**src/rtl/pwmTimerPkg.sv**
```systemverilog
package pwmTimerPkg;
  localparam logic [7:0] ADDR_SC    = 8'h00;
  localparam logic [7:0] ADDR_CNT   = 8'h04;
  localparam logic [7:0] ADDR_LIM   = 8'h08;
  localparam logic [7:0] ADDR_START = 8'h4C;
  localparam logic [7:0] ADDR_IDLE  = 8'h5C;
  localparam logic [7:0] ADDR_MASK  = 8'h60;
  localparam logic [7:0] ADDR_INV   = 8'h70;
  localparam int CH_MODE_BASE = 12;
  localparam int CH_WIDTH_BASE = 16;
  localparam int CH_STRIDE = 8;

  typedef enum logic [1:0] {
    SRC_OFF = 2'd0,
    SRC_SYS = 2'd1,
    SRC_FIX = 2'd2,
    SRC_EXT = 2'd3
  } tickSrcT;

  typedef struct packed {
    logic    cntWr;
    tickSrcT src;
    logic [2:0] psExp;
  } dpCtlT;

  function automatic logic [7:0] chModeAddr(input int n);
    return 8'(CH_MODE_BASE + CH_STRIDE * n);
  endfunction

  function automatic logic [7:0] chWidthAddr(input int n);
    return 8'(CH_WIDTH_BASE + CH_STRIDE * n);
  endfunction
endpackage

```
**src/rtl/pwmRegs.sv**
```systemverilog
module pwmRegs
  import pwmTimerPkg::*;
#(
  parameter int NCH = 8,
  parameter int CW  = 16
) (
  input  logic                     clk,
  input  logic                     rstN,
  input  logic                     busWe,
  input  logic [7:0]               busAddr,
  input  logic [31:0]              busWdata,
  output logic [31:0]              busRdata,
  input  logic [CW-1:0]            cntLive,
  output dpCtlT                    dpCtl,
  output logic [CW-1:0]            limShadow,
  output logic [CW-1:0]            startVal,
  output logic [NCH-1:0][CW-1:0]   widthShadow,
  output logic [NCH-1:0]           chEdge,
  output logic [NCH-1:0]           maskQ,
  output logic [NCH-1:0]           invQ,
  output logic [NCH-1:0]           idleQ
);
  logic [4:0] scReg;
  logic [NCH-1:0][7:0] modeReg;

  always_ff @(posedge clk or negedge rstN) begin
    if (!rstN) begin
      scReg       <= '0;
      limShadow   <= '0;
      startVal    <= '0;
      maskQ       <= '1;
      invQ        <= '0;
      idleQ       <= '0;
      modeReg     <= '0;
      widthShadow <= '0;
    end else if (busWe) begin
      if (busAddr == ADDR_SC)    scReg     <= busWdata[4:0];
      if (busAddr == ADDR_LIM)   limShadow <= busWdata[CW-1:0];
      if (busAddr == ADDR_START) startVal  <= busWdata[CW-1:0];
      if (busAddr == ADDR_MASK)  maskQ     <= busWdata[NCH-1:0];
      if (busAddr == ADDR_INV)   invQ      <= busWdata[NCH-1:0];
      if (busAddr == ADDR_IDLE)  idleQ     <= busWdata[NCH-1:0];
      for (int n = 0; n < NCH; n++) begin
        if (busAddr == chModeAddr(n))  modeReg[n]     <= busWdata[7:0];
        if (busAddr == chWidthAddr(n)) widthShadow[n] <= busWdata[CW-1:0];
      end
    end
  end

  always_comb begin
    busRdata = '0;
    case (busAddr)
      ADDR_SC:    busRdata[4:0]     = scReg;
      ADDR_CNT:   busRdata[CW-1:0]  = cntLive;
      ADDR_LIM:   busRdata[CW-1:0]  = limShadow;
      ADDR_START: busRdata[CW-1:0]  = startVal;
      ADDR_MASK:  busRdata[NCH-1:0] = maskQ;
      ADDR_INV:   busRdata[NCH-1:0] = invQ;
      ADDR_IDLE:  busRdata[NCH-1:0] = idleQ;
      default:    busRdata          = '0;
    endcase
    for (int n = 0; n < NCH; n++) begin
      if (busAddr == chModeAddr(n))  busRdata[7:0]    = modeReg[n];
      if (busAddr == chWidthAddr(n)) busRdata[CW-1:0] = widthShadow[n];
    end
  end

  assign dpCtl.cntWr = busWe && (busAddr == ADDR_CNT);
  assign dpCtl.src   = tickSrcT'(scReg[4:3]);
  assign dpCtl.psExp = scReg[2:0];

  for (genvar g = 0; g < NCH; g++) begin : gMode
    assign chEdge[g] = modeReg[g][5] & modeReg[g][3];
  end

  // mask register captures the bus data on a write
  a_r10_mask_write: assert property (@(posedge clk) disable iff (!rstN)
    (busWe && busAddr == ADDR_MASK) |=> (maskQ == $past(busWdata[NCH-1:0])));

  // limit shadow holds unless written
  a_r2_lim_hold: assert property (@(posedge clk) disable iff (!rstN)
    !(busWe && busAddr == ADDR_LIM) |=> $stable(limShadow));
endmodule

```
**src/rtl/pwmCore.sv**
```systemverilog
module pwmCore
  import pwmTimerPkg::*;
#(
  parameter int NCH = 8,
  parameter int CW  = 16,
  parameter int PSW = 7
) (
  input  logic                   clk,
  input  logic                   rstN,
  input  dpCtlT                  dpCtl,
  input  logic                   fixTick,
  input  logic                   extTick,
  input  logic [CW-1:0]          limShadow,
  input  logic [CW-1:0]          startVal,
  input  logic [NCH-1:0][CW-1:0] widthShadow,
  input  logic [NCH-1:0]         chEdge,
  input  logic [NCH-1:0]         maskQ,
  input  logic [NCH-1:0]         invQ,
  input  logic [NCH-1:0]         idleQ,
  output logic [CW-1:0]          cntQ,
  output logic [NCH-1:0]         pwmOut
);
  logic [PSW-1:0] psCnt;
  logic [PSW-1:0] psMask;
  logic srcTick, step, wrap, reloadEv;
  logic [CW-1:0] limAct;
  logic [NCH-1:0][CW-1:0] widthAct;

  always_comb begin
    case (dpCtl.src)
      SRC_SYS: srcTick = 1'b1;
      SRC_FIX: srcTick = fixTick;
      SRC_EXT: srcTick = extTick;
      default: srcTick = 1'b0;
    endcase
  end

  assign psMask   = PSW'((PSW+1)'(1) << dpCtl.psExp) - PSW'(1);
  assign step     = srcTick && ((psCnt & psMask) == psMask);
  assign wrap     = step && (cntQ >= limAct);
  assign reloadEv = wrap || dpCtl.cntWr;

  always_ff @(posedge clk or negedge rstN) begin
    if (!rstN) begin
      psCnt    <= '0;
      cntQ     <= '0;
      limAct   <= '0;
      widthAct <= '0;
    end else begin
      if (dpCtl.cntWr) begin
        psCnt <= '0;
        cntQ  <= startVal;
      end else if (srcTick) begin
        psCnt <= psCnt + PSW'(1);
        if (step) cntQ <= wrap ? startVal : cntQ + CW'(1);
      end
      if (reloadEv) begin
        limAct   <= limShadow;
        widthAct <= widthShadow;
      end
    end
  end

  for (genvar g = 0; g < NCH; g++) begin : gCh
    logic rawAct, drive;
    assign rawAct    = cntQ < widthAct[g];
    assign drive     = chEdge[g] ? rawAct : idleQ[g];
    assign pwmOut[g] = (drive & ~maskQ[g]) ^ invQ[g];

    // a masked channel sits at its inactive level
    a_r10_masked_level: assert property (@(posedge clk) disable iff (!rstN)
      maskQ[g] |-> (pwmOut[g] == invQ[g]));
  end

  // a stopped source freezes the count
  a_r3_stopped: assert property (@(posedge clk) disable iff (!rstN)
    (dpCtl.src == SRC_OFF && !dpCtl.cntWr) |=> $stable(cntQ));

  // a wrap restarts from the start value
  a_r5_wrap_start: assert property (@(posedge clk) disable iff (!rstN)
    (wrap && !dpCtl.cntWr) |=> (cntQ == $past(startVal)));

  // a counter write reloads the start value
  a_r6_cnt_write: assert property (@(posedge clk) disable iff (!rstN)
    dpCtl.cntWr |=> (cntQ == $past(startVal)));

  // active limit changes only at a reload
  a_r7_lim_hold: assert property (@(posedge clk) disable iff (!rstN)
    !reloadEv |=> $stable(limAct));
endmodule

```
**src/rtl/pwmTimer.sv**
```systemverilog
module pwmTimer
  import pwmTimerPkg::*;
#(
  parameter int NCH = 8,
  parameter int CW  = 16
) (
  input  logic           clk,
  input  logic           rstN,
  input  logic           busWe,
  input  logic [7:0]     busAddr,
  input  logic [31:0]    busWdata,
  output logic [31:0]    busRdata,
  input  logic           fixTick,
  input  logic           extTick,
  output logic [NCH-1:0] pwmOut
);
  dpCtlT                  dpCtl;
  logic [CW-1:0]          cntLive, limShadow, startVal;
  logic [NCH-1:0][CW-1:0] widthShadow;
  logic [NCH-1:0]         chEdge, maskQ, invQ, idleQ;

  pwmRegs #(.NCH(NCH), .CW(CW)) uRegs (
    .clk(clk), .rstN(rstN), .busWe(busWe), .busAddr(busAddr),
    .busWdata(busWdata), .busRdata(busRdata), .cntLive(cntLive),
    .dpCtl(dpCtl), .limShadow(limShadow), .startVal(startVal),
    .widthShadow(widthShadow), .chEdge(chEdge), .maskQ(maskQ),
    .invQ(invQ), .idleQ(idleQ)
  );

  pwmCore #(.NCH(NCH), .CW(CW)) uCore (
    .clk(clk), .rstN(rstN), .dpCtl(dpCtl), .fixTick(fixTick),
    .extTick(extTick), .limShadow(limShadow), .startVal(startVal),
    .widthShadow(widthShadow), .chEdge(chEdge), .maskQ(maskQ),
    .invQ(invQ), .idleQ(idleQ), .cntQ(cntLive), .pwmOut(pwmOut)
  );
endmodule

```
**config.mk**
```make
export PLATFORM = sky130hd
export DESIGN_NAME = pwmTimer
export DESIGN_NICKNAME = d
export VERILOG_FILES = /design/src/rtl/pwmTimerPkg.sv /design/src/rtl/pwmRegs.sv /design/src/rtl/pwmCore.sv /design/src/rtl/pwmTimer.sv
export SDC_FILE = /design/constraint.sdc
export NUM_CORES = 1
export LEC_CHECK = 0
export BUFFER_PORTS_ARGS = -buffer_cell sky130_fd_sc_hd__buf_2
export CORE_MARGIN = 5
export CORE_UTILIZATION = 68
export DETAILED_ROUTE_END_ITERATION = 8
export PLACE_DENSITY = 0.86
export SETUP_SLACK_MARGIN = 0.02
export SLEW_MARGIN = 15
export SYNTH_ARGS = -nofsm -noshare
export SYNTH_HDL_FRONTEND = slang
export SYNTH_SLANG_ARGS = --single-unit
```
**constraint.sdc**
```tcl
create_clock -name clk -period 8.1 [get_ports clk]
set_input_delay 2.43 -clock clk [delete_from_list [all_inputs] [get_ports clk]]
set_output_delay 2.43 -clock clk [all_outputs]
set_load 0.005 [all_outputs]
```
; ---- Word level (Yosys, flattened, before mapping)
; Index checks and enable logic that the tools add are counted.
[word_totals]
register_bits = 420
wordCells = 169
[op_classes]
add_sub_neg = 3
magnitude_cmp = 9
n_eq_ne = 26
n_shift = 1
n_mux = 34
bitwise_logic = 33
reduce_logical = 30
[ops]
columns = cell, count
row1 = 2-to-1 mux 16 bit, 12
row2 = less-than comparator 16 bit, 8
row3 = "equality test 8 x 6 -> 1 bit, second input constant", 8
row4 = 2-to-1 mux 8 bit, 8
row5 = "equality test 8 x 7 -> 1 bit, second input constant", 7
row6 = AND reduction 2 bit, 23
row7 = case mux 5 bit (7 select lines), 1
row8 = "equality test 8 x 5 -> 1 bit, second input constant", 4
row9 = case mux 8 bit (3 select lines), 1
row10 = case mux 3 bit (6 select lines), 1
row11 = "adder 16 x 1 -> 16 bit, second input constant", 1
row12 = AND 1 bit, 16
row13 = "equality test 8 x 4 -> 1 bit, second input constant", 2
row14 = greater-or-equal comparator 16 bit, 1
row15 = 2-to-1 mux 7 bit, 2
row16 = "equality test 8 x 3 -> 1 bit, second input constant", 1
row17 = zero test 8 bit, 1
row18 = 2-to-1 mux 1 bit, 8
row19 = inverter 1 bit, 8
row20 = XOR 1 bit, 8
row21 = "adder 7 x 1 -> 7 bit, second input constant", 1
row22 = AND 7 bit, 1
row23 = equality test 7 bit, 1
row24 = "left shift 1 x 3 -> 7 bit, first input constant", 1
row25 = 7 further kinds, 11

; ---- Depth between registers and ports, before layout
[depth]
word_depth = 18
depth_mapped = 12

; ---- Cells and area by module
; Synthesis repeated with hierarchy kept, for this count alone.
[unflattened]
hier_cells = 2013
hier_area_um2 = 23087.1
[by_module_without_submodules]
columns = module, n_inst, cells_each, area_each_um2, seq_area_each_um2
row1 = pwmRegs, 1, 1055, 12690.9, 6341.1
row2 = pwmCore, 1, 958, 10396.2, 4179.0

; ---- Least setup slack after synthesis
; No wires, ideal clock.
[synth_path]
kind = input to output
from = in busAddr[4]
to = out busRdata[2]
t_arrival_ps = 4167
slack_ps = 1503
path_stages = 8
n_path_buf = 2
cell_sequence = buf_2 buf_1 mux2_2 a22oi_1 o21ai_0 a221oi_1 a31oi_1 a221o_1
[synth_between]
elab_chain_len = 18
word_cells_on_any_way = 40
[synth_lines]
columns = item, line
row1 = start: declaration, pwmTimer.sv:10  ; input logic [7:0] busAddr,
row2 = "equality test 8 x 7 -> 1 bit, or another cell as far along", pwmRegs.sv:52  ; case (busAddr)
row3 = case mux 5 bit (7 select lines), pwmRegs.sv:52
row4 = 2-to-1 mux 8 bit, pwmRegs.sv:63  ; if (busAddr == chModeAddr(n)) busRdata[7:0] = modeReg[n];
row5 = 2-to-1 mux 16 bit, pwmRegs.sv:64  ; if (busAddr == chWidthAddr(n)) busRdata[CW-1:0] = widthShadow[n];
row6 = 2-to-1 mux 8 bit, pwmRegs.sv:63
row7 = 2-to-1 mux 16 bit, pwmRegs.sv:64
row8 = 2-to-1 mux 8 bit, pwmRegs.sv:63
row9 = 2-to-1 mux 16 bit, pwmRegs.sv:64
row10 = (+2 left out), n/a
row11 = 2-to-1 mux 8 bit, pwmRegs.sv:63
row12 = 2-to-1 mux 16 bit, pwmRegs.sv:64
row13 = 2-to-1 mux 8 bit, pwmRegs.sv:63
row14 = 2-to-1 mux 16 bit, pwmRegs.sv:64
row15 = 2-to-1 mux 8 bit, pwmRegs.sv:63
row16 = 2-to-1 mux 16 bit, pwmRegs.sv:64
row17 = 2-to-1 mux 8 bit, pwmRegs.sv:63
row18 = 2-to-1 mux 16 bit (*), pwmRegs.sv:64
row19 = end: declaration, pwmTimer.sv:12  ; output logic [31:0] busRdata,
; Every way passes the cells marked *; elsewhere a longest branch is shown, timed or not.

; ---- Worst setup path after layout
[layout_path]
from = in busAddr[1]
to = out busRdata[4]
; The elaborated chain is that of the path after synthesis.

==> flow_summary_export.csv <==
group,metric,value,unit
min_path,hold_depth,1,
critical_path,worstSetupPathType,"in -> out",
finish,drive_above_1_share,30.0,%
drt,routed_wl,64200,um
timing,finalCritPeriodShare,92.1,%
cts,post_cts_buffers,0,
drt,final_antenna_net_count,0,
timing,fin_crit,7.46,ns
finish,multi_input_area,11100,um^2
cts,cts_buffers,44,
critical_path,path_cells,"buf_2, or4b_1, nor2_4, nand2_1, nand3_1, nor4_1, a211oi_1, buf_2",
pwr,power.share.sequential,40.0,%
pwr,ir_drop,0.000198,V
floorplan,io_pins,85,
critical_path,cp.arrival,5.03,ns
synthesis,synth.avg_cell_area,11.6,um^2
drt,first_pass_iters,9,
pwr,combPwrFrac,27.1,%
pwr,power_leakage,11.8,nW
timing,setup_viol,0,
critical_path,critPathRequiredTime,5.67,ns
cts,holdBufCountCts,0,
timing,relSlewSlack,22.2,%
critical_path,reg2reg_depth,9,
min_path,holdCritPathClass,"reg -> reg",
global_route,antenna_found_initial,0,
floorplan,core,32700,um^2
floorplan,die_area,37100,um^2
critical_path,reg2reg_from,"uCore.cntQ[0]",
timing,max_freq,134,MHz
finish,syn_to_final_growth,9.28,%
min_path,worstHoldStart,"uCore.widthAct[113]",
synthesis,yosys_register_bits,420,
floorplan,die_x,193,um
cts,cts.clk_slew.worst_paths,0.06,ns
critical_path,crit_fanout,14,
pwr,clockPowerShare,33.0,%
run,maxCapViolations,0,
floorplan,num_rows,66,
synthesis,netlist.area_leader.share,45.5,%
critical_path,cpMostUsedCell,"buf_2",
placement,port_buffers,52,
global_route,grt_pass1_wl,99200,um
drt,wl_per_cell,26.1,um
pwr,power.density,257,nW/um^2
global_route,grt_usage,35.0,%
synthesis,seq_area_frac_synth,46.4,%
timing,rsz0062_at_grt,"false",
timing,finClkSkew,0.0109,ns
floorplan,dieHeight,193,um
cts,clkLatencyLatePin,0.55,ns
placement,globalplace.congestion,0.980,
synthesis,syn_inst,1960,
critical_path,crit_slowest_cell,"or4b_1",
cts,cts.sinks,420,
critical_path,r2r_slack,4.14,ns
pwr,p_sw,2.09,mW
cts,cts.htree.levels,2,
floorplan,start_util,69.3,%
timing,final_hold_viol_count,0,
timing,tns,0,ns
synthesis,yosysTopAreaCell,"dfrtp_1",
critical_path,r2r_end,"uCore.cntQ[5]",
min_path,whs_endpoint,"uCore.widthAct[113]",
critical_path,start_kind,"input port",
synthesis,async_reset_ff_share,100,%
synthesis,synth-edff-count,0,
drt,vias_per_cell,6.89,
drt,drtIter0Drc,2042,
critical_path,end_kind,"primary output",
pwr,internal_power,4.29,mW
drt,vias,16932,
finish,seqCellArea,10500,um^2
finish,layout.nets,2166,
global_route,gr-total-overflow,0,
cts,cts_root_buffer,"clkbuf_16",
synthesis,yosys_warnings,0,
timing,tightest_slew,1.16,ns
finish,nFillCells,2038,
critical_path,cpPeakStageDelay,0.95,ns
critical_path,crit_family,"simple AND/OR/NAND/NOR gates",
global_route,grt_max_degree,157,
placement,dpl.hpwl,42800,um
synthesis,synth-main-ff-cell,"dfrtp_1",
status,status,"finished clean",
critical_path,path_buf_inv,2,
synthesis,synth_area,22700,um^2
synthesis,ys_types,77,
pwr,swShare,32.7,%
finish,fin_area,24800,um^2
placement,placed_area,23300,um^2
cts,cts_buffer_depth,3,
synthesis,ys_top_cells_by_area,"dfrtp_1 45%, mux2_2 19%, ha_1 7.6%",
drt,drcViolationCount,0,
global_route,grt_pass1_vias,17131,
cts,cts_resized,0,
cts,cts_tree,"built",
timing,slew_viol_final,0,
cells in the final DEF, fill, tap and decap left out, drive strengths merged, types with 7 or more instances in the layout:
master  netlist  final
mux2        413    413
dfrtp       412    412
inv         153    153
ha          138    138
nand2        97     97
o21ai        86     86
buf          69     85
a21oi        81     81
clkbuf       54     65
nor2         62     62
a21o         34     34
a22oi        33     33
nand3        33     33
nand4        24     24
mux2i        22     22
a22o         20     20
o22ai        18     18
conb          1     16
o211ai       15     15
nor3         15     15
a221oi       14     14
and3         12     12
a31oi        10     10
a211o         9      9
nor2b         9      9
nor4          9      9
a222oi        8      8
xor2          8      8
dfstp         8      8
nand2b        8      8
a211oi        7      7
clkinv        0      7
area by class of cell:
type,instances,share of cell area [%]
Clock inverter,12,0.778
Timing Repair Buffer,85,2.24
Sequential cell,420,42.5
Multi-Input combinational cell,1279,44.6
Clock buffer,65,5.30
Antenna cell,1,0.0101
Tap cell,442,2.23
Inverter,153,2.32
stage by stage:
step	util [%]	total power, mW	worst slack, ns	hold WS [ns]	instances
3_5_place_dp	71.1	4.22	0.729	0.483	2379
5_1_grt	75.7	6.66	0.598	0.514	2456
2_1_floorplan	-	3.61	1.50	0.458	1975
6_report	75.7	6.37	0.639	0.494	2457
4_1_cts	75.7	6.34	0.738	0.496	2456
3_3_place_gp	71.1	4.09	0.758	0.472	2379
power by group through the flow:
stage                     sequential [mW]  clock [mW]  combinational (mW)
after CTS                            2.53        2.11                1.70
after detailed placement             2.57           0                1.66
after floorplan                      2.48           0                1.13
after global routing                 2.56        2.20                1.89
after global placement               2.55           0                1.54
final                                2.55        2.10                1.72
flip-flops by register name, indices dropped and copies added, names as in the netlist:
signal	count
uRegs.limShadow	16
uRegs.startVal	16
uRegs.scReg	5
uCore.widthAct	128
uRegs.maskQ	8
uRegs.widthShadow	128
uRegs.idleQ	8
uCore.cntQ	16
uRegs.modeReg	64
uRegs.invQ	8
uCore.psCnt	7
uCore.limAct	16
routing by layer:
layer	GRT usage (%)	vias to the layer above	wire length, um
met2	54.9	1066	29300
met4	18.0	0	4000
met5	0	-	0
met1	46.0	8473	24200
li1	-	7111	-
met3	8.03	282	6660
Yosys cell counts (22+ instances only):
library cell,n
a21o_1,34
a21oi_1,81
a22oi_1,33
buf_2,31
clkbuf_1,54
dfrtp_1,412
ha_1,138
inv_1,153
mux2_2,391
mux2i_1,22
nand2_1,95
nand3_1,32
nand4_1,24
nor2_1,57
o21ai_0,84
how the worst max path moves through the flow:
stage	startpoint	cells after the start	slack, ns	end
6_report	busAddr[1]	8	0.64	busRdata[4]
5_1_grt	busAddr[4]	9	0.60	busRdata[2]
3_5_place_dp	busAddr[1]	8	0.73	busRdata[4]
3_3_place_gp	busAddr[1]	8	0.76	busRdata[4]
2_1_floorplan	busAddr[4]	8	1.50	busRdata[2]
4_1_cts	busAddr[1]	8	0.74	busRdata[4]
worst reg2reg max path: stages (launching register included):
cell and delay [ns]:
dfrtp_1 1.00, inv_1 0.12, ha_1 0.34, nand2b_4 0.16, a2111oi_4 0.34, o21ai_1 0.22, a211oi_4 0.59, nand2_2 0.48
or2_2 0.45, a32oi_1 0.19
logic make-up (layout without fill, tap and decap cells):
family	count (synthesis)	count (layout)	share of synthesized area [%]
fa+ha+maj	138	138	7.62
compound gates	367	367	10.8
mux	440	440	22.3
xor+xnor	13	13	0.502
other cells	1	17	0.0165
flops	420	420	46.4
simple gates	305	305	7.01
buf+inv	276	315	5.29
No activity file was read; power rests on OpenSTA's default activity.
